`src/rtl/amd_pkg.sv`:
```
package amd_pkg;
  localparam int AW         = 16;
  localparam int DW         = 8;
  localparam int NUM_BANKS  = 2;
  localparam int BANK_SPAN  = 128;
  localparam int BANK_SHIFT = $clog2(BANK_SPAN);
  localparam int BIX_W      = (NUM_BANKS > 1) ? $clog2(NUM_BANKS) : 1;

  localparam logic [AW-1:0] PERIPH_HI = 16'h003F;
  localparam logic [AW-1:0] ZP_LO     = 16'h0080;
  localparam logic [AW-1:0] ZP_HI     = 16'h00FF;
  localparam logic [AW-1:0] GAP_LO    = 16'h0100;
  localparam logic [AW-1:0] GAP_HI    = 16'h017F;
  localparam logic [AW-1:0] UP_LO     = 16'h0180;
  localparam logic [AW-1:0] UP_HI     = 16'h01FF;
  localparam logic [AW-1:0] BANK_LO   = 16'h0200;
  localparam logic [AW-1:0] BANK_HI   = AW'(int'(BANK_LO) + NUM_BANKS * BANK_SPAN - 1);
  localparam logic [AW-1:0] CFG_ADDR  = 16'h0FFF;
  localparam logic [AW-1:0] FLASH_LO  = 16'h8000;

  typedef enum logic [2:0] {
    RG_PERIPH, RG_ZP, RG_GAP, RG_UP, RG_BANK, RG_CFG, RG_FLASH, RG_ILLEGAL
  } region_e;

  function automatic logic in_span(input logic [AW-1:0] a,
                                   input logic [AW-1:0] lo,
                                   input logic [AW-1:0] hi);
    return (a >= lo) && (a <= hi);
  endfunction

  function automatic region_e classify(input logic [AW-1:0] a);
    if (a >= FLASH_LO)                return RG_FLASH;
    if (a == CFG_ADDR)                return RG_CFG;
    if (a <= PERIPH_HI)               return RG_PERIPH;
    if (in_span(a, ZP_LO, ZP_HI))     return RG_ZP;
    if (in_span(a, GAP_LO, GAP_HI))   return RG_GAP;
    if (in_span(a, UP_LO, UP_HI))     return RG_UP;
    if (in_span(a, BANK_LO, BANK_HI)) return RG_BANK;
    return RG_ILLEGAL;
  endfunction

  function automatic logic [BIX_W-1:0] bank_index(input logic [AW-1:0] a);
    logic [AW-1:0] off;
    off = a - BANK_LO;
    return BIX_W'(off >> BANK_SHIFT);
  endfunction
endpackage

```
`src/rtl/amd_classify.sv`:
```
module amd_classify
  import amd_pkg::*;
(
  input  logic [AW-1:0]    addr,
  output region_e          region,
  output logic [BIX_W-1:0] bank_idx
);
  always_comb begin
    region   = classify(addr);
    bank_idx = bank_index(addr);
  end
endmodule

```
`src/rtl/amd_cfg_reg.sv`:
```
module amd_cfg_reg
  import amd_pkg::*;
(
  input  logic                 clk,
  input  logic                 rst_n,
  input  logic                 wr_en,
  input  logic [DW-1:0]        wdata,
  output logic [NUM_BANKS-1:0] bank_off,
  output logic [DW-1:0]        rd_value
);
  for (genvar b = 0; b < NUM_BANKS; b++) begin : g_bank_bit
    always_ff @(posedge clk or negedge rst_n) begin
      if (!rst_n)     bank_off[b] <= 1'b0;
      else if (wr_en) bank_off[b] <= wdata[b];
    end
  end

  assign rd_value = DW'(bank_off);

  // the bank bits move only on a qualified config write
  assert_cfg_hold_R6: assert property (@(posedge clk) disable iff (!rst_n)
    !wr_en |=> $stable(bank_off));
endmodule

```
`src/rtl/amd_select.sv`:
```
module amd_select
  import amd_pkg::*;
(
  input  logic                 clk,
  input  logic                 rst_n,
  input  logic                 valid,
  input  region_e              region,
  input  logic [BIX_W-1:0]     bank_idx,
  input  logic [NUM_BANKS-1:0] bank_off,
  input  logic [DW-1:0]        cfg_value,
  output logic                 sel_periph,
  output logic                 sel_ram_zp,
  output logic                 sel_ram_up,
  output logic                 sel_cfg,
  output logic                 sel_flash,
  output logic                 local_rd_en,
  output logic [DW-1:0]        local_rdata,
  output logic                 illegal_access
);
  logic bank_is_off;
  assign bank_is_off = bank_off[bank_idx];

  always_comb begin
    sel_periph     = 1'b0;
    sel_ram_zp     = 1'b0;
    sel_ram_up     = 1'b0;
    sel_cfg        = 1'b0;
    sel_flash      = 1'b0;
    local_rd_en    = 1'b0;
    local_rdata    = '0;
    illegal_access = 1'b0;
    if (valid) begin
      unique case (region)
        RG_PERIPH:  sel_periph = 1'b1;
        RG_ZP:      sel_ram_zp = 1'b1;
        RG_GAP:     local_rd_en = 1'b1;
        RG_UP:      sel_ram_up = 1'b1;
        RG_BANK: begin
          if (bank_is_off) local_rd_en = 1'b1;
          else             sel_ram_up  = 1'b1;
        end
        RG_CFG: begin
          sel_cfg     = 1'b1;
          local_rd_en = 1'b1;
          local_rdata = cfg_value;
        end
        RG_FLASH:   sel_flash = 1'b1;
        default:    illegal_access = 1'b1;
      endcase
    end
  end

  // never two targets at once
  assert_one_target_R11: assert property (@(posedge clk) disable iff (!rst_n)
    $onehot0({sel_periph, sel_ram_zp, sel_ram_up, sel_cfg, sel_flash}));

  // no flag without the strobe
  assert_flag_needs_strobe_R10: assert property (@(posedge clk) disable iff (!rst_n)
    illegal_access |-> valid);
endmodule

```
`src/rtl/addr_space_decoder.sv`:
```
module addr_space_decoder
  import amd_pkg::*;
(
  input  logic          clk,
  input  logic          rst_n,
  input  logic          bus_valid,
  input  logic [15:0]   bus_addr,
  input  logic          bus_we,
  input  logic [7:0]    bus_wdata,
  output logic          sel_periph,
  output logic          sel_ram_zp,
  output logic          sel_ram_up,
  output logic          sel_cfg,
  output logic          sel_flash,
  output logic          local_rd_en,
  output logic [7:0]    local_rdata,
  output logic          illegal_access
);
  region_e              region;
  logic [BIX_W-1:0]     bank_idx;
  logic [NUM_BANKS-1:0] bank_off;
  logic [DW-1:0]        cfg_value;
  logic                 cfg_wr;

  amd_classify u_classify (
    .addr     (bus_addr),
    .region   (region),
    .bank_idx (bank_idx)
  );

  assign cfg_wr = bus_valid && bus_we && (region == RG_CFG);

  amd_cfg_reg u_cfg (
    .clk      (clk),
    .rst_n    (rst_n),
    .wr_en    (cfg_wr),
    .wdata    (bus_wdata),
    .bank_off (bank_off),
    .rd_value (cfg_value)
  );

  amd_select u_select (
    .clk            (clk),
    .rst_n          (rst_n),
    .valid          (bus_valid),
    .region         (region),
    .bank_idx       (bank_idx),
    .bank_off       (bank_off),
    .cfg_value      (cfg_value),
    .sel_periph     (sel_periph),
    .sel_ram_zp     (sel_ram_zp),
    .sel_ram_up     (sel_ram_up),
    .sel_cfg        (sel_cfg),
    .sel_flash      (sel_flash),
    .local_rd_en    (local_rd_en),
    .local_rdata    (local_rdata),
    .illegal_access (illegal_access)
  );

  // a switched-off bank is quiet, not flagged
  assert_off_bank_quiet_R4: assert property (@(posedge clk) disable iff (!rst_n)
    (bus_valid && region == RG_BANK && bank_off[bank_idx])
      |-> (!sel_ram_up && !illegal_access && local_rd_en && local_rdata == '0));
endmodule

```
`config.mk`:
```
export PLATFORM = sky130hd
export DESIGN_NAME = addr_space_decoder
export DESIGN_NICKNAME = d
export VERILOG_FILES = /design/src/rtl/amd_pkg.sv /design/src/rtl/amd_classify.sv /design/src/rtl/amd_cfg_reg.sv /design/src/rtl/amd_select.sv /design/src/rtl/addr_space_decoder.sv
export SDC_FILE = /design/constraint.sdc
export NUM_CORES = 1
export LEC_CHECK = 0
export BUFFER_PORTS_ARGS = -buffer_cell sky130_fd_sc_hd__buf_2
export CAP_MARGIN = 20
export CORE_UTILIZATION = 28
export DETAILED_ROUTE_END_ITERATION = 12
export HOLD_SLACK_MARGIN = 0.08
export PLACE_DENSITY = 0.76
export SLEW_MARGIN = 0
export SYNTH_ARGS = -nofsm -noshare
export SYNTH_HDL_FRONTEND = slang
export SYNTH_SLANG_ARGS = --single-unit
```
`constraint.sdc`:
```
create_clock -name clk -period 3.7 [get_ports clk]
set_clock_uncertainty 0.15 [all_clocks]
set_input_delay 1.11 -clock clk [delete_from_list [all_inputs] [get_ports clk]]
set_output_delay 1.11 -clock clk [all_outputs]
set_load 0.05 [all_outputs]
```
==> results of run 1 <==
## metrics by stage
stage	std cells	cell area (um^2)
3_5_place_dp	106	731
3_3_place_gp	106	731
6_report	111	876
2_1_floorplan	51	468
4_1_cts	110	842
5_1_grt	111	876
## final timing paths
path	start	endpoint	slack [ps]	cells after the start
max	bus_addr[12]	local_rd_en	-390	6
min	u_cfg.bank_off[0]$_DFFE_PN0P_	u_cfg.bank_off[0]$_DFFE_PN0P_	380	1
max reg2reg	u_cfg.bank_off[1]$_DFFE_PN0P_	u_cfg.bank_off[1]$_DFFE_PN0P_	2740	1
min reg2reg	u_cfg.bank_off[0]$_DFFE_PN0P_	u_cfg.bank_off[0]$_DFFE_PN0P_	380	1
max in group asynchronous	rst_n	u_cfg.bank_off[1]$_DFFE_PN0P_	2780	1
min in group asynchronous	rst_n	u_cfg.bank_off[0]$_DFFE_PN0P_	520	1
## area by class of cell
cell class	instances	area share (%)
Sequential cell	2	5.71
Inverter	3	1.29
Timing Repair Buffer	49	45.0
Clock buffer	3	2.57
Multi-Input combinational cell	40	43.4
Tap cell	14	2.00
## report_power, final
| part | internal [mW] | total [mW] | switching, mW |
|---|---|---|---|
| Combinational | 0.0261 | 0.0625 | 0.0363 |
| Sequential | 0.0224 | 0.0227 | 0.000298 |
| Clock | 0.0356 | 0.0468 | 0.0111 |
| Total | 0.0842 | 0.132 | 0.0477 |
## layout by cell type, fill, tap and decap left out, drive strengths merged, types with 2 or more instances in the layout
| master | synthesis | final |
|---|---|---|
| nand4 | 3 | 3 |
| clkbuf | 0 | 3 |
| nor3 | 2 | 2 |
| conb | 1 | 6 |
| and2 | 2 | 2 |
| inv | 3 | 3 |
| mux2 | 2 | 2 |
| buf | 6 | 49 |
| mux2i | 2 | 2 |
| dfrtp | 2 | 2 |
| or4 | 3 | 3 |
| nor3b | 2 | 2 |
| a21oi | 2 | 2 |
| nor2b | 2 | 2 |
| nand3 | 2 | 2 |
## synthesized netlist by cell type
master     instances  area share (%)
buf_4              6              12
inv_1              3             3.1
nand4_1            3             5.2
a21oi_1            2             2.7
and2_1             2             3.4
dfrtp_1            2              14
mux2_1             2             6.2
mux2i_1            2             5.5
nand3_1            2             2.7
nor2b_1            2             3.4
nor3_1             2             2.7
nor3b_1            2             4.1
or4_4              2             6.2
a211o_1            1             2.4
a21bo_2            1             2.7
a21o_2             1             2.4
a31o_2             1             2.4
a31oi_1            1             1.7
conb_1             1             1.0
nand2b_1           1             1.7
nor2_1             1             1.0
o2111ai_1          1             2.4
o2bb2ai_1          1             2.4
o31ai_1            1             2.1
o32ai_1            1             2.4
or3_1              1             1.7
or4_1              1             2.1
## routing by layer
layer / share of wire, % / vias to the layer above / global-route usage [%]
li1: - / 269 / -
met1: 35 / 262 / 18.4
met2: 61 / 13 / 43.6
met3: 1.9 / 2 / 3.49
met4: 1.7 / 0 / 16.1
met5: 0 / - / 0
## repair_timing
action,in CTS,in global routing
buffers inserted,1,1
gates resized for setup,23,6
pin swaps,5,3
endpoints found under the setup margin,9,9
## worst max-delay path, stage by stage
cell and delay [ps]:
buf_6 90, or4_4 550, or4_4 450, a21bo_4 230
mux2i_4 220, buf_6 170
## kinds of logic after synthesis
group,count (synthesis),synth area share (%)
flip-flops,2,13.7
other,1,1.03
AO/OA/AOI/OAI,11,23.7
AND/OR/NAND/NOR,19,34.4
buffers and inverters,9,15.5
multiplexers,4,11.7
==> impl_metrics.ini, run 1 <==
[status]
outcome = complete, but fails checks
failed_checks = setup timing

[cts]
cts_tree = yes
cts_buffers = 3
hold_buffers = 0
cts.clk_slew.worst_paths_ps = 30
clock_latency_ps = 220
clk_path_buf_depth = 2
clock_sinks = 2
htree_levels = 1
clockRootBuffer = clkbuf_4

[global_routing]
grt_first_pass_wirelength_mm = 2.15
grt_use_total_pct = 21.8
grt-ovfl-total = 0
grt_max_degree = 5
grt_pass1_vias = 575
antenna_found_initial = 0

[power_and_ir_drop]
total_power_mw = 0.132
p_leak_nw = 0.409
irDropWorstVdd_mv = 0.150
p_per_area_mw_per_mm2 = 151

[placement]
numPortBuffers = 30
dp_slack_ps = -490
place_congestion = 0.864
dpl.hpwl_mm = 1.08

[detailed_routing]
dr.pass1.iters = 3
routed_via_density = 4.92
detail-route-antenna-nets = 0
drc_errors = 0
vias = 546
routed_wirelength_mm = 1.33
first_iter_violations = 2
wl_per_cell_um = 12.0

[die]
fp.dieH_um = 38.1
rows = 12
ios = 43
start_util_pct = 31.5
coreArea_mm2 = 0.00116
die_w_um = 38.1
die-area_mm2 = 0.00145

[sta]
fin_crit_sh_pct = 110
setup_viol = 9
fmax_mhz = 245
fin_ws_ps = -385
hold_ws_ps = 378
hold_viol_final = 0
setup-tns-final_ps = -3010
rsz0062_at_grt = yes
drv_slew = 0
layout_min_cycle_time_ps = 4090

[layout]
largest_reg_flops = 2
nFillCells = 89
reg.largest.list = u_cfg.bank_off (2)
regMostFlops = u_cfg.bank_off
ff_latch_area_um2 = 50.0
area_growth_pct = 141
drive_gt1_share_pct = 70.1
antenna_cells = 0
nets = 127
fin_util_pct = 75.8
multi_input_area_um2 = 380

[worst_hold_path]
hold_path_class = flip-flop to flip-flop

[yosys]
synth_cell_types = 27
synthCells = 46
ys_warn_count = 0
ys_seq_area_share_pct = 13.7
ys_ff_latch = 2
syn_area_um2 = 364
avgSynthCellArea_um2 = 7.92

[setup_path]
critPathLaunchType = input pin
criticalPathCategory = input pin to primary output
cp.required_ps = 2440
arrival_ps = 2830
path_max_fanout = 4
end_kind = primary output

[flow_run]
drv_cap = 0
Note: power is estimated with default switching activity, not from simulation.
==> run 2: changes to the inputs <==
- BUFFER_PORTS_ARGS: -buffer_cell sky130_fd_sc_hd__buf_2 -> not set
- CORE_AREA: not set -> 2 2 39 41
- CORE_UTILIZATION: 28 -> not set
- DIE_AREA: not set -> 0 0 41 43
- DONT_BUFFER_PORTS: not set -> 1
- PLACE_DENSITY: 0.76 -> 0.45
- RECOVER_POWER: not set -> 50
- clock period: 3.7 -> 5.3 ns (I/O delays scaled with it)
==> impl_metrics.ini, run 2 (synthesis results as in run 1) <==
[layout]
nFillCells = 168
drive_gt1_share_pct = 40.7
area_growth_pct = 44.3
fin_cells = 75
layout_common_cells = conb_1, buf_4
largest_reg_flops = 2
antenna_cells = 0
reg.largest.list = u_cfg.bank_off (2)
nets = 89
regMostFlops = u_cfg.bank_off

[cts]
cts_tree = yes
postCtsResizedCells = 0
postCtsSetupBuffers = 0
clock_latency_ps = 220
cts.clk_slew.worst_paths_ps = 30
clk_path_buf_depth = 2
clockRootBuffer = clkbuf_4
hold_buffers = 0
cts_buffers = 3
htree_levels = 1
clock_sinks = 2

[detailed_routing]
routed_wirelength_um = 945
first_iter_violations = 1
drc_errors = 0
detail-route-antenna-nets = 0
dr.pass1.iters = 2
wl_per_cell_um = 12.6
vias = 392
routed_via_density = 5.23

[power_and_ir_drop]
p_leak_nw = 0.220
total_power_mw = 0.0734
p_per_area_mw_per_mm2 = 140
irDropWorstVdd_mv = 0.101

[global_routing]
grt_max_degree = 7
grt_pass1_vias = 375
grt_use_total_pct = 11.7
antenna_found_initial = 0
grt-ovfl-total = 0
grt_first_pass_wirelength_mm = 1.35

[setup_path]
path_buf_inv = 1
cp.depth = 5
critPathLaunchType = input pin
slowest_stage = or4_4
criticalPathCategory = input pin to primary output
max_stage_delay_ps = 600
r2r_slack_ps = 4360
reg2reg_depth = 1
arrival_ps = 3430
cp-startpoint = bus_addr[15]
cp_top_family = simple AND/OR/NAND/NOR gates
rr_startpoint = u_cfg.bank_off[1]$_DFFE_PN0P_
crit_path_cell_trace = or4_4 -> or4_4 -> a21bo_2 -> mux2i_2 -> buf_12
path_max_fanout = 4
end_kind = primary output
cp.required_ps = 3560
endpoint = local_rd_en
cp_common_cell = or4_4
r2r_end = u_cfg.bank_off[1]$_DFFE_PN0P_

[die]
die_w_um = 41
fp.dieH_um = 43
start_util_pct = 26.3
ios = 43
rows = 14
die-area_mm2 = 0.00176
coreArea_mm2 = 0.00138

[sta]
drv_slew = 0
relSlewSlack_pct = 61.0
worst_pin_slew_ps = 588
hold_viol_final = 0
rsz0062_at_grt = no
fin_crit_sh_pct = 97.5
fmax_mhz = 193
setup_viol = 0
layout_min_cycle_time_ps = 5170

[status]
outcome = complete, no violations

[worst_hold_path]
hold_path_class = flip-flop to flip-flop

[placement]
dp.cells = 72
place_congestion = 0.621
numPortBuffers = 0

[flow_run]
drv_cap = 0
## run 2: cell types whose count changed in the layout (fill, tap and decap cells not counted), moves of 2 or more
cell	before	now
buf_2	20	0
buf_6	11	0
buf_4	14	6
buf_8	3	0
and2_4	2	0
buf_12	1	3
## run 2: worst min path at each step
stage / start / end / slack, ps / depth (start not counted)
floorplan: u_cfg.bank_off[0]$_DFFE_PN0P_ / u_cfg.bank_off[0]$_DFFE_PN0P_ / 330 / 1
global placement: u_cfg.bank_off[0]$_DFFE_PN0P_ / u_cfg.bank_off[0]$_DFFE_PN0P_ / 360 / 1
detailed placement: u_cfg.bank_off[0]$_DFFE_PN0P_ / u_cfg.bank_off[0]$_DFFE_PN0P_ / 360 / 1
CTS: u_cfg.bank_off[0]$_DFFE_PN0P_ / u_cfg.bank_off[0]$_DFFE_PN0P_ / 370 / 1
global route: u_cfg.bank_off[0]$_DFFE_PN0P_ / u_cfg.bank_off[0]$_DFFE_PN0P_ / 380 / 1
finish: u_cfg.bank_off[0]$_DFFE_PN0P_ / u_cfg.bank_off[0]$_DFFE_PN0P_ / 360 / 1
## run 2: layout make-up
cell class	instances	area (um^2)	area share, %
timing repair buffer	11	114	21.7
clock buffer	3	22.5	4.29
sequential	2	50.0	9.52
tap	16	20.0	3.81
multi-input combinational	40	308	58.6
inverter	3	11.3	2.14
## run 2: through the flow
step	cell area, um^2	TNS, ps	utilization (%)	setup slack [ps]	hold slack, ps
final	526	0	38.0	131	361
after global routing	526	0	38.0	84.1	384
after global placement	509	0	36.8	123	363
after detailed placement	509	0	36.8	127	361
after floorplan	414	-57.1	-	-44.0	328
after CTS	532	0	38.4	126	368
## run 2: power by group
part	internal [mW]	switching [mW]	leakage, nW
clock network	0.0250	0.00884	0.0138
registers	0.0156	0.000143	0.0279
logic	0.00604	0.0177	0.178
total	0.0467	0.0267	0.220
## run 2: metal layers
metal  vias up  part of all wire [%]  track usage [%]
met5         -                     0                0
met4         0                     0             10.0
met3         0                   9.3             3.14
met2        26                    47             17.2
met1       175                    44             13.0
li1        191                     -                -
==> run 3: changes to the inputs <==
- PLACE_DENSITY: 0.45 -> 0.5
- SYNTH_HIERARCHICAL: not set -> 1
==> impl_metrics.ini, run 3 <==
[sta]
fmax_mhz = 196
hold_viol_final = 0
rsz0062_at_grt = no
setup_viol = 0
drv_slew = 0
layout_min_cycle_time_ps = 5100
setup-tns-final_ps = 0
fin_crit_sh_pct = 96.2

[die]
start_util_pct = 31.1
fp.dieH_um = 43
die-area_mm2 = 0.00176
rows = 14
die_w_um = 41
ios = 43
coreArea_mm2 = 0.00138

[yosys]
ys.flop_type = dfrtp_1
ys_warn_count = 6
synth_top_cell_by_area = buf_4
synthCells = 55
synth-edff-count = 0
ys_ff_latch = 2
yosys.area.top_type_share_pct = 15.7
yosysMostFrequentCell = buf_4
synth_cell_types = 25
async_flop_share_pct = 100
synth_commonest_cells = buf_4, and2_2, nor2_1
avgSynthCellArea_um2 = 7.83
synth_area_leaders = buf_4, and2_2, dfrtp_1
syn_area_um2 = 430
ys_seq_area_share_pct = 11.6

[global_routing]
antenna_found_initial = 0
grt_pass1_vias = 302
grt-ovfl-total = 0
grt_max_degree = 9
grt_first_pass_wirelength_mm = 1.22
grt_use_total_pct = 10.3

[placement]
dpl.hpwl_um = 754
numPortBuffers = 0
dp.cells = 75
place_congestion = 0.717

[detailed_routing]
routed_wirelength_um = 852
drc_errors = 0
detail-route-antenna-nets = 0
routed_via_density = 5.17
dr.pass1.iters = 3
first_iter_violations = 3
wl_per_cell_um = 10.9
vias = 403

[layout]
nets = 92
layout_common_cells = and2_2, buf_4, conb_1
fin_cells = 78
regMostFlops = u_cfg/bank_off
reg.largest.list = u_cfg/bank_off (2)
layout_commonest_cell = and2_2
antenna_cells = 0
area_growth_pct = 17.2
largest_reg_flops = 2
drive_gt1_share_pct = 43.5

[setup_path]
criticalPathCategory = input pin to primary output
arrival_ps = 3360
path_max_fanout = 7
critPathLaunchType = input pin
end_kind = primary output
cp.required_ps = 3560

[power_and_ir_drop]
p_leak_nw = 0.220
irDropWorstVdd_mv = 0.0510
p_per_area_mw_per_mm2 = 121

[cts]
hold_buffers = 0
cts_tree = yes
htree_levels = 1
clockRootBuffer = clkbuf_4
postCtsSetupBuffers = 0
cts_buffers = 3
clk_path_buf_depth = 2
postCtsResizedCells = 0
cts.clk_slew.worst_paths_ps = 30
clock_sinks = 2
clock_latency_ps = 220

[flow_run]
drv_cap = 0

[worst_hold_path]
hold_path_class = flip-flop to flip-flop

[status]
outcome = complete, no violations
## run 3: path summary, 6_finish.rpt
| path | to | start | slack, ps | cells after the start |
|---|---|---|---|---|
| max | local_rd_en | bus_addr[14] | 200 | 6 |
| min in group asynchronous | u_cfg/bank_off[0]$_DFFE_PN0P_ | rst_n | 920 | 0 |
| min reg2reg | u_cfg/bank_off[1]$_DFFE_PN0P_ | u_cfg/bank_off[1]$_DFFE_PN0P_ | 370 | 1 |
| max reg2reg | u_cfg/bank_off[0]$_DFFE_PN0P_ | u_cfg/bank_off[0]$_DFFE_PN0P_ | 4400 | 1 |
| min | u_cfg/bank_off[1]$_DFFE_PN0P_ | u_cfg/bank_off[1]$_DFFE_PN0P_ | 370 | 1 |
| max in group asynchronous | u_cfg/bank_off[1]$_DFFE_PN0P_ | rst_n | 4010 | 0 |
## run 3: routing by layer
layer | track usage, % | routed length (um) | share of wire [%]
met5 | 0 | 0 | 0
met4 | 4.00 | 0 | 0
met3 | 5.24 | 113 | 13
met2 | 14.4 | 430 | 50
met1 | 13.2 | 308 | 36
## run 3: kinds of logic (layout without fill, tap and decap cells)
kind of cell / count (synthesis) / in the layout / synth area share (%)
AOI/OAI and AO/OA: 5 / 5 / 8.43
buffers and inverters: 11 / 13 / 19.2
DFF: 2 / 2 / 11.6
muxes: 3 / 3 / 7.85
other: 1 / 6 / 0.871
and+or+nand+nor: 33 / 33 / 52.0
## run 3: stage by stage
step	cell area [um^2]	setup WS [ps]	hold slack, ps	total power, mW	util (%)
6_report	504	200	370	0.0612	36.4
3_3_place_gp	488	177	361	0.0289	35.3
5_1_grt	504	56.2	398	0.0652	36.4
2_1_floorplan	467	88.5	349	0.0303	-
3_5_place_dp	488	192	366	0.0289	35.3
4_1_cts	510	184	372	0.0636	36.9
## run 3: area by class of cell
cell class	instances	area [um^2]
Sequential cell	2	50.0
Inverter	1	3.75
Clock buffer	3	22.5
Multi-Input combinational cell	47	334
Fill cell	159	880
Timing Repair Buffer	9	73.8
Tap cell	16	20.0
## run 3: where the power goes
part	switching, mW	internal [mW]
registers	0.000230	0.0158
clock network	0.00781	0.0249
logic	0.00738	0.00505
## run 3: worst max-delay path, cell delays in order
cell and delay [ps]:
or4_4 520, nor3_1 260, a21oi_1 220, and4bb_1 250
a311o_1 350, buf_12 160
